**config.mk**
```make
export PLATFORM = sky130hd
export DESIGN_NAME = sram_port_ctrl
export DESIGN_NICKNAME = d
export VERILOG_FILES = /design/src/rtl/sram_ctrl_pkg.sv /design/src/rtl/sram_phase_timer.sv /design/src/rtl/sram_seq_fsm.sv /design/src/rtl/sram_pin_reg.sv /design/src/rtl/sram_port_ctrl.sv
export SDC_FILE = /design/constraint.sdc
export NUM_CORES = 1
export LEC_CHECK = 0
export ABC_AREA = 0
export BUFFER_PORTS_ARGS = -buffer_cell sky130_fd_sc_hd__buf_2
export CORE_MARGIN = 4
export CORE_UTILIZATION = 35
export CTS_BUF_LIST = sky130_fd_sc_hd__clkbuf_16
export DETAILED_ROUTE_END_ITERATION = 16
export SYNTH_ARGS = -nofsm -noshare
export SYNTH_HDL_FRONTEND = slang
export SYNTH_SLANG_ARGS = --single-unit
```
**constraint.sdc**
```tcl
create_clock -name clk -period 1.95 [get_ports clk]
set_clock_uncertainty 0.2 [all_clocks]
set_input_delay 0 -clock clk [delete_from_list [all_inputs] [get_ports clk]]
set_output_delay 0 -clock clk [all_outputs]
set_load 0.1 [all_outputs]
```
**src/rtl/sram_ctrl_pkg.sv**
```systemverilog
// Shared types and cycle arithmetic for the asynchronous SRAM controller.
// Assumes all timing values are positive nanosecond integers.
package sram_ctrl_pkg;

    typedef enum logic [2:0] {
        ST_IDLE,
        ST_RD_ACT,
        ST_RD_END,
        ST_TURN,
        ST_WR_SET,
        ST_WR_PULSE,
        ST_WR_HOLD
    } ctrl_state_e;

    // Round a nanosecond span up to clock cycles, never below one.
    function automatic int unsigned ns_to_cyc(input int unsigned span_ns,
                                              input int unsigned period_ns);
        int unsigned c;
        c = (span_ns + period_ns - 1) / period_ns;
        return (c == 0) ? 1 : c;
    endfunction

    // Larger of two cycle counts.
    function automatic int unsigned max2(input int unsigned a, input int unsigned b);
        return (a > b) ? a : b;
    endfunction

endpackage

```
**src/rtl/sram_phase_timer.sv**
```systemverilog
// Down-counter that measures the length of one pin phase.
// Loaded with (cycles - 1) on entry to a phase; done is high on the last cycle.
module sram_phase_timer #(
    parameter int unsigned CNT_W = 4
) (
    input  logic             clk,
    input  logic             rst_n,
    input  logic             load,
    input  logic [CNT_W-1:0] load_val,
    output logic             done
);

    logic [CNT_W-1:0] cnt_q;

    // Load on phase entry, otherwise count down to zero and stop.
    always_ff @(posedge clk) begin
        if (!rst_n)
            cnt_q <= '0;
        else if (load)
            cnt_q <= load_val;
        else if (cnt_q != '0)
            cnt_q <= cnt_q - 1'b1;
    end

    assign done = (cnt_q == '0);

endmodule

```
**src/rtl/sram_seq_fsm.sv**
```systemverilog
// Sequencer for read and write transfers. Decides the next phase and
// programs the phase timer. Requests are taken only in ST_IDLE.
// Assumes RD_CYC, WE_CYC and HZ_CYC are all at least one.
module sram_seq_fsm
    import sram_ctrl_pkg::*;
#(
    parameter int unsigned RD_CYC = 9,
    parameter int unsigned WE_CYC = 8,
    parameter int unsigned HZ_CYC = 4,
    parameter int unsigned CNT_W  = 4
) (
    input  logic             clk,
    input  logic             rst_n,
    input  logic             req_valid,
    input  logic             req_write,
    input  logic             tmr_done,
    output ctrl_state_e      state_q,
    output ctrl_state_e      state_d,
    output logic             tmr_load,
    output logic [CNT_W-1:0] tmr_val,
    output logic             accept,
    output logic             rd_last
);

    localparam logic [CNT_W-1:0] RD_LOAD   = CNT_W'(RD_CYC - 1);
    localparam logic [CNT_W-1:0] WE_LOAD   = CNT_W'(WE_CYC - 1);
    localparam logic [CNT_W-1:0] TURN_LOAD = CNT_W'((HZ_CYC > 1) ? HZ_CYC - 2 : 0);
    localparam bit               NEED_TURN = (HZ_CYC > 1);

    // State register.
    always_ff @(posedge clk) begin
        if (!rst_n)
            state_q <= ST_IDLE;
        else
            state_q <= state_d;
    end

    assign accept  = (state_q == ST_IDLE) && req_valid;
    assign rd_last = (state_q == ST_RD_ACT) && tmr_done;

    // Next phase and timer programming.
    always_comb begin
        state_d  = state_q;
        tmr_load = 1'b0;
        tmr_val  = '0;
        unique case (state_q)
            ST_IDLE: begin
                if (req_valid) begin
                    if (req_write) begin
                        state_d = ST_WR_SET;
                    end else begin
                        state_d  = ST_RD_ACT;
                        tmr_load = 1'b1;
                        tmr_val  = RD_LOAD;
                    end
                end
            end
            ST_RD_ACT: begin
                if (tmr_done)
                    state_d = ST_RD_END;
            end
            ST_RD_END: begin
                if (NEED_TURN) begin
                    state_d  = ST_TURN;
                    tmr_load = 1'b1;
                    tmr_val  = TURN_LOAD;
                end else begin
                    state_d = ST_IDLE;
                end
            end
            ST_TURN: begin
                if (tmr_done)
                    state_d = ST_IDLE;
            end
            ST_WR_SET: begin
                state_d  = ST_WR_PULSE;
                tmr_load = 1'b1;
                tmr_val  = WE_LOAD;
            end
            ST_WR_PULSE: begin
                if (tmr_done)
                    state_d = ST_WR_HOLD;
            end
            ST_WR_HOLD: begin
                state_d = ST_IDLE;
            end
            default: begin
                state_d = ST_IDLE;
            end
        endcase
    end

endmodule

```
**src/rtl/sram_pin_reg.sv**
```systemverilog
// Output register stage for the memory pins. Strobes and the driver enable
// are decoded from the next phase and registered, so pins change only on
// clock edges. Address and write data are held from acceptance until the
// next acceptance. Read data is captured on the last read cycle.
module sram_pin_reg
    import sram_ctrl_pkg::*;
#(
    parameter int unsigned AW = 15,
    parameter int unsigned DW = 8
) (
    input  logic          clk,
    input  logic          rst_n,
    input  ctrl_state_e   state_d,
    input  logic          accept,
    input  logic          rd_last,
    input  logic [AW-1:0] req_addr,
    input  logic [DW-1:0] req_wdata,
    input  logic [DW-1:0] mem_dq_in,
    output logic [AW-1:0] mem_addr,
    output logic [DW-1:0] mem_dq_out,
    output logic          mem_ce_n,
    output logic          mem_oe_n,
    output logic          mem_we_n,
    output logic          mem_dq_oe,
    output logic [DW-1:0] rsp_rdata
);

    logic sel_d, oe_d, we_d, drv_d;

    // Pin levels wanted in the next phase.
    always_comb begin
        sel_d = (state_d == ST_RD_ACT) || (state_d == ST_WR_SET) ||
                (state_d == ST_WR_PULSE) || (state_d == ST_WR_HOLD);
        oe_d  = (state_d == ST_RD_ACT);
        we_d  = (state_d == ST_WR_PULSE);
        drv_d = (state_d == ST_WR_SET) || (state_d == ST_WR_PULSE) ||
                (state_d == ST_WR_HOLD);
    end

    // Registered strobes and driver enable.
    always_ff @(posedge clk) begin
        if (!rst_n) begin
            mem_ce_n  <= 1'b1;
            mem_oe_n  <= 1'b1;
            mem_we_n  <= 1'b1;
            mem_dq_oe <= 1'b0;
        end else begin
            mem_ce_n  <= ~sel_d;
            mem_oe_n  <= ~oe_d;
            mem_we_n  <= ~we_d;
            mem_dq_oe <= drv_d;
        end
    end

    // Address and write data, latched once per accepted request.
    always_ff @(posedge clk) begin
        if (!rst_n) begin
            mem_addr   <= '0;
            mem_dq_out <= '0;
        end else if (accept) begin
            mem_addr   <= req_addr;
            mem_dq_out <= req_wdata;
        end
    end

    // Read data capture on the final read cycle.
    always_ff @(posedge clk) begin
        if (!rst_n)
            rsp_rdata <= '0;
        else if (rd_last)
            rsp_rdata <= mem_dq_in;
    end

endmodule

```
**src/rtl/sram_port_ctrl.sv**
```systemverilog
// Top level of the asynchronous SRAM controller. Converts single-beat
// requests into chip-select / output-enable / write-enable sequences with
// phase lengths computed from nanosecond timing and the clock period.
// Assumes the requester holds its request stable until req_ack, and that
// the external bus is resolved outside this block from mem_dq_out/mem_dq_oe.
module sram_port_ctrl
    import sram_ctrl_pkg::*;
#(
    parameter int unsigned AW     = 15,
    parameter int unsigned DW     = 8,
    parameter int unsigned CLK_NS = 8,
    parameter int unsigned RC_NS  = 70,
    parameter int unsigned AA_NS  = 70,
    parameter int unsigned DOE_NS = 35,
    parameter int unsigned HZ_NS  = 25,
    parameter int unsigned WC_NS  = 70,
    parameter int unsigned PWE_NS = 50,
    parameter int unsigned SD_NS  = 30,
    parameter int unsigned AW_NS  = 60
) (
    input  logic          clk,
    input  logic          rst_n,
    input  logic          req_valid,
    input  logic          req_write,
    input  logic [AW-1:0] req_addr,
    input  logic [DW-1:0] req_wdata,
    output logic          req_ack,
    output logic [DW-1:0] rsp_rdata,
    output logic [AW-1:0] mem_addr,
    output logic          mem_ce_n,
    output logic          mem_oe_n,
    output logic          mem_we_n,
    output logic [DW-1:0] mem_dq_out,
    output logic          mem_dq_oe,
    input  logic [DW-1:0] mem_dq_in
);

    localparam int unsigned RD_CYC =
        ns_to_cyc(max2(max2(RC_NS, AA_NS), DOE_NS), CLK_NS);
    localparam int unsigned WC_CYC = ns_to_cyc(WC_NS, CLK_NS);
    localparam int unsigned WE_CYC =
        max2(ns_to_cyc(max2(max2(PWE_NS, SD_NS), AW_NS), CLK_NS),
             (WC_CYC > 2) ? WC_CYC - 2 : 1);
    localparam int unsigned HZ_CYC = ns_to_cyc(HZ_NS, CLK_NS);
    localparam int unsigned MAX_CYC = max2(max2(RD_CYC, WE_CYC), HZ_CYC);
    localparam int unsigned CNT_W = $clog2(MAX_CYC + 1);

    ctrl_state_e      state_q, state_d;
    logic             tmr_load, tmr_done, accept, rd_last;
    logic [CNT_W-1:0] tmr_val;

    sram_seq_fsm #(
        .RD_CYC (RD_CYC),
        .WE_CYC (WE_CYC),
        .HZ_CYC (HZ_CYC),
        .CNT_W  (CNT_W)
    ) u_fsm (
        .clk       (clk),
        .rst_n     (rst_n),
        .req_valid (req_valid),
        .req_write (req_write),
        .tmr_done  (tmr_done),
        .state_q   (state_q),
        .state_d   (state_d),
        .tmr_load  (tmr_load),
        .tmr_val   (tmr_val),
        .accept    (accept),
        .rd_last   (rd_last)
    );

    sram_phase_timer #(
        .CNT_W (CNT_W)
    ) u_timer (
        .clk      (clk),
        .rst_n    (rst_n),
        .load     (tmr_load),
        .load_val (tmr_val),
        .done     (tmr_done)
    );

    sram_pin_reg #(
        .AW (AW),
        .DW (DW)
    ) u_pins (
        .clk        (clk),
        .rst_n      (rst_n),
        .state_d    (state_d),
        .accept     (accept),
        .rd_last    (rd_last),
        .req_addr   (req_addr),
        .req_wdata  (req_wdata),
        .mem_dq_in  (mem_dq_in),
        .mem_addr   (mem_addr),
        .mem_dq_out (mem_dq_out),
        .mem_ce_n   (mem_ce_n),
        .mem_oe_n   (mem_oe_n),
        .mem_we_n   (mem_we_n),
        .mem_dq_oe  (mem_dq_oe),
        .rsp_rdata  (rsp_rdata)
    );

    // Acknowledge during the read-release cycle or the write-hold cycle.
    assign req_ack = (state_q == ST_RD_END) || (state_q == ST_WR_HOLD);

endmodule

```
Yosys cells after proc, flatten, opt, wreduce, memory -nomap -nowiden

Cells that the tools add are included.

Flip-flop bits (word level): 42
Bits of input ports: 35
Output and inout port bits: 36
Logic and storage cells: 50

$add $sub $neg: 1
Eq/ne operators: 10
Muxes and demuxes: 14
Bitwise gates (word level): 3
Reductions and logical operators: 13

Operators with widths:

| kind                  | count |
|---|---|
| $eq A3 B3 Y1 const B  | 6 |
| $pmux W3 S6           | 1 |
| $mux W4               | 4 |
| $mux W3               | 5 |
| $pmux W4 S3           | 1 |
| $eq A3 B1 Y1 const B  | 2 |
| $eq A3 B2 Y1 const B  | 2 |
| $logic_or A1 B1 Y1    | 6 |
| $logic_not A4 Y1      | 1 |
| $reduce_bool A4 Y1    | 1 |
| $sub A4 B1 Y4 const B | 1 |
| $logic_not A3 Y1      | 1 |
| $not A1 Y1            | 3 |
| $logic_and A1 B1 Y1   | 2 |
| $mux W1               | 2 |
| $pmux W1 S2           | 1 |
| $reduce_bool A2 Y1    | 1 |
| $reduce_or A2 Y1      | 1 |

Longest topological paths before layout

Word-level depth: 8
Gate-level depth with buffers: 7
Mapped depth without buffers: 6

Cells and area by module

Synthesis repeated with hierarchy kept, for this count alone.

Cells, all modules: 161
Area total of the unflattened synthesis: 1783.0 µm²

By module, submodules not included:

| module           | times used | cells each | area each (µm²) | sequential area each (µm²) |
|---|---|---|---|---|
| sram_pin_reg     | 1          | 110        | 1312.5          | 700.7 |
| sram_phase_timer | 1          | 23         | 230.2           | 80.1 |
| sram_seq_fsm     | 1          | 27         | 226.5           | 60.1 |
| sram_port_ctrl   | 1          | 1          | 13.8            | 0.0 |

Worst setup path after synthesis

OpenSTA, ideal clock, no wires.

Path type: flip-flop to output port
Start: reg u_fsm.state_q[1]
End: out req_ack
Data arrival time: 1.808 ns
Data required time: 1.750 ns
Slack: -0.058 ns
Stages on the path, launching flop included: 3
Buffers on the path: 1
Path through: dfxtp_1 -> buf_4 -> nor2b_1

Longest elaborated chain between the ends: 2
Elaborated cells on any way between the ends: 3
Those cells by class: 2 x eq/ne; 1 x reduce/logical

Ends and longest elaborated chain:

| what                                         | line                  | text |
|---|---|---|
| start, declared                              | sram_seq_fsm.sv:17    | `output ctrl_state_e state_q,` |
| start signal, assigned                       | sram_seq_fsm.sv:35    | `state_q <= state_d;` |
| $eq A3 B2 Y1 or $eq A3 B3 Y1 (tied branches) | sram_port_ctrl.sv:103 | `assign req_ack = (state_q == ST_RD_END) \|\| (state_q == ST_WR_HOLD);` |
| $logic_or A1 B1 Y1 *                         | sram_port_ctrl.sv:103 |  |
| end, declared                                | sram_port_ctrl.sv:27  | `output logic req_ack,` |

Mark *: on every way between the ends. The rest lies on a longest branch, timed or not.

Worst setup path after layout

Start: reg u_timer.cnt_q[0]
End: reg u_fsm.state_q[1]

Longest elaborated chain between the ends: 3
Elaborated cells on any way between the ends: 5
Those cells by class: 4 x mux; 1 x reduce/logical

Ends and longest elaborated chain:

| what                              | line                                                       | text |
|---|---|---|
| start, declared                   | sram_phase_timer.sv:13                                     | `logic [CNT_W-1:0] cnt_q;` |
| start signal, assigned            | sram_phase_timer.sv:20                                     | `cnt_q <= load_val;` |
| start signal, assigned            | sram_phase_timer.sv:22                                     | `cnt_q <= cnt_q - 1'b1;` |
| $logic_not A4 Y1 *                | sram_phase_timer.sv:25                                     | `assign done = (cnt_q == '0);` |
| $mux W3, on equally long branches | sram_seq_fsm.sv:81, sram_seq_fsm.sv:59, sram_seq_fsm.sv:72 |  |
| $pmux W3 S6 *                     | sram_seq_fsm.sv:46                                         | `unique case (state_q)` |

Marks and branches as above.
A chain may end at the register's enable or synchronous reset.

==> flow_metrics.py <==
metrics = {
    "clocking": {
        "clkLatencyLatePin_ps": 280,
        "clock-root-buffer": "clkbuf_16",
        "htree_num_levels": 2,
        "clock-sinks": 42,
        "cts_tree": "built",
        "cts_buffer_depth": 2,
        "path_clk_slew_ps": 60,
        "numCtsBuffers": 5,
    },
    "logic_synthesis": {
        "synth.lib_cells_used.distinct": 36,
        "synthArstFlopShare_pct": 0,
        "synth_area_per_cell_um2": 9.10,
        "syn-num-nets": 226,
        "ys_ff_latch": 42,
        "synth.cell_area_um2": 1730,
        "yosysWarningCount": 0,
        "synth_edf_count": 0,
        "seq_area_frac_synth_pct": 48.6,
        "ys.flop_type": "dfxtp_1",
        "syn_inst": 190,
    },
    "detailed_routing": {
        "first_iter_violations": 63,
        "num_vias": 1596,
        "wl_mm": 4.31,
        "drtAntennaViolNets": 0,
        "dr.pass1.iters": 4,
        "vias_per_cell": 4.38,
        "wire_per_inst_um": 11.8,
        "drc": 0,
    },
    "floorplan": {
        "initial_core_util_pct": 36.4,
        "die-width_um": 78.3,
        "die_height_um": 78.3,
        "rows": 25,
        "core_area_um2": 4750,
        "die-area_um2": 6130,
        "boundaryPins": 71,
    },
    "global_routing": {
        "grt_pass1_wl_mm": 7.29,
        "antenna_found_initial": 0,
        "grt_pass1_vias": 1624,
        "grt_max_degree": 26,
        "track_usage_pct": 14.9,
        "grt.overflow.total": 0,
    },
    "sta": {
        "min_period_ps": 1760,
        "max_clock_freq_ghz": 0.567,
        "finalHoldViolCount": 0,
        "relSlewSlack_pct": 67.3,
        "slew_violations": 0,
        "rsz0062_at_grt": "false",
        "setup_tns_ps": 0,
        "worst_pin_slew_ps": 494,
        "fin_crit_sh_pct": 90.4,
        "setup_viol": 0,
    },
    "pwr": {
        "ir_worst_vdd_v": 0.000563,
        "pwr_density_cell_nw_per_um2": 1480,
        "leakagePower_nw": 1.25,
    },
    "status": {
        "outcome": "complete, no violations",
    },
    "layout": {
        "stdcell_area_um2": 2640,
        "fillerInstances": 451,
        "area_delta_synth_final_pct": 52.6,
        "layout-drive-gt1-share_pct": 31.0,
        "fin_nets": 332,
        "mostFrequentLayoutCells": "buf_2 (70), nand2_1 (50), dfxtp_1 (42)",
        "layout_commonest_cell": "buf_2",
        "num_antenna_cells": 0,
    },
    "critical_path": {
        "worstPathArrival_ps": 1740,
        "cp-start-kind": "flip-flop",
        "cp_slowest_cell": "nor3b_4",
        "r2r_cells": 6,
        "cp_num_buf_inv": 1,
        "rr_startpoint": "u_timer.cnt_q[0]",
        "regToRegSetupSlack_ps": 190,
        "crit_family": "simple AND/OR/NAND/NOR gates",
        "slowest_delay_ps": 350,
        "cp-startpoint": "u_timer.cnt_q[0]",
        "r2r-end": "u_fsm.state_q[1]",
        "required_ps": 1920,
        "path_cells": "inv_1 > ha_1 > nor3b_4 > nand2_2 > and3_1 > o21a_1",
        "endpoint_kind": "flip-flop",
        "critPathKind": "reg2reg",
        "cp_max_fo": 6,
    },
    "min_path": {
        "hold_class": "reg2reg",
        "worstHoldStart": "u_pins.mem_addr[11]",
        "holdPathEnd": "u_pins.mem_addr[11]",
        "whs_path_depth": 2,
    },
    "placement": {
        "io_buffers": 70,
        "placed_cell_area_um2": 2150,
        "dp_hpwl_mm": 2.77,
        "finalWeightedCongestion": 0.733,
    },
    "job": {
        "max_cap_viol_count": 0,
    },
}
[where the power goes]
group	switching [mW]	internal, mW
clock	0.341	0.478
sequential	0.109	1.03
combinational	1.40	0.542
[Yosys cell counts (all sizes together) (2+ instances only)]
library cell / number / share of area, %
a22o: 2 / 1.0
o21a: 2 / 0.87
nand2: 51 / 11
nand3: 3 / 1.9
mux2i: 8 / 4.6
inv: 4 / 0.87
nor2b: 13 / 4.7
and3: 4 / 1.4
buf: 9 / 3.4
and2: 2 / 0.72
clkbuf: 3 / 0.65
a21oi: 2 / 0.58
o21ai: 3 / 0.87
a21boi: 23 / 10
xnor2: 2 / 1.0
dfxtp: 42 / 49
nor2: 6 / 1.7
[sequential cells by signal, indices dropped and copies added (netlist names)]
name and flops:
u_pins.mem_dq_oe 1, u_pins.mem_addr 15, u_pins.mem_oe_n 1, u_timer.cnt_q 4, u_pins.mem_dq_out 8, u_pins.mem_ce_n 1
u_pins.mem_we_n 1, u_fsm.state_q 3, u_pins.rsp_rdata 8
[kinds of logic (layout without fill, tap and decap cells)]
group                      count (synthesis)  in the layout  synth area share (%)
DFF                                       42             42                  48.6
AOI/OAI and AO/OA                         38             38                  16.1
adders and majority gates                  1              1                 0.723
muxes                                      8              8                  4.63
buffers and inverters                     16            123                  4.92
xor gates and xnor gates                   3              3                  1.52
and+or+nand+nor                           82             82                  23.4
[per-stage QoR]
| step | worst slack, ps | power (mW) | instances | utilization [%] | hold slack (ps) |
|---|---|---|---|---|---|
| 2_1_floorplan | 294 | 2.76 | 190 | - | -65.1 |
| 3_3_place_gp | 225 | 3.05 | 322 | 45.2 | 42.5 |
| 3_5_place_dp | 207 | 3.07 | 322 | 45.2 | 44.6 |
| 4_1_cts | 177 | 3.95 | 364 | 55.5 | 250 |
| 5_1_grt | 34.6 | 4.16 | 364 | 55.5 | 270 |
| 6_report | 187 | 3.91 | 364 | 55.5 | 245 |
[worst max path at each step]
stage / end / cells after the start
floorplan: u_fsm.state_q[1] / 6
finish: u_fsm.state_q[1] / 6
global placement: u_fsm.state_q[1] / 6
detailed placement: u_fsm.state_q[1] / 6
global route: u_pins.rsp_rdata[3] / 6
CTS: u_pins.mem_dq_out[7] / 4
[cell type report]
cell class	count	area (µm²)	area share, %
multi-input combinational	132	807	30.6
timing repair buffer	111	743	28.2
tap	67	83.8	3.18
sequential	42	841	31.9
inverter	4	15.0	0.569
clock inverter	3	23.8	0.901
clock buffer	5	125	4.74
[repair_timing]
item,4_1_cts,5_1_grt
hold endpoints to repair,38,0
endpoints found under the setup margin,0,1
buffers inserted,0,0
hold buffers,34,0
gates resized for setup,0,1
[per-layer routing]
metal | vias up | routed length (µm) | track usage [%]
li1 | 837 | - | -
met1 | 709 | 1990 | 17.7
met2 | 46 | 2050 | 25.6
met3 | 4 | 231 | 3.67
met4 | 0 | 32 | 6.47
met5 | - | 0 | 0
[worst min-delay path: cells and delay by family, from the launching register on]
family / cells / cell delay [ps]
DFF: 1 / 300
and+or+nand+nor: 1 / 50
AOI/OAI and AO/OA: 1 / 50
Note: power is estimated with default switching activity, not from simulation.
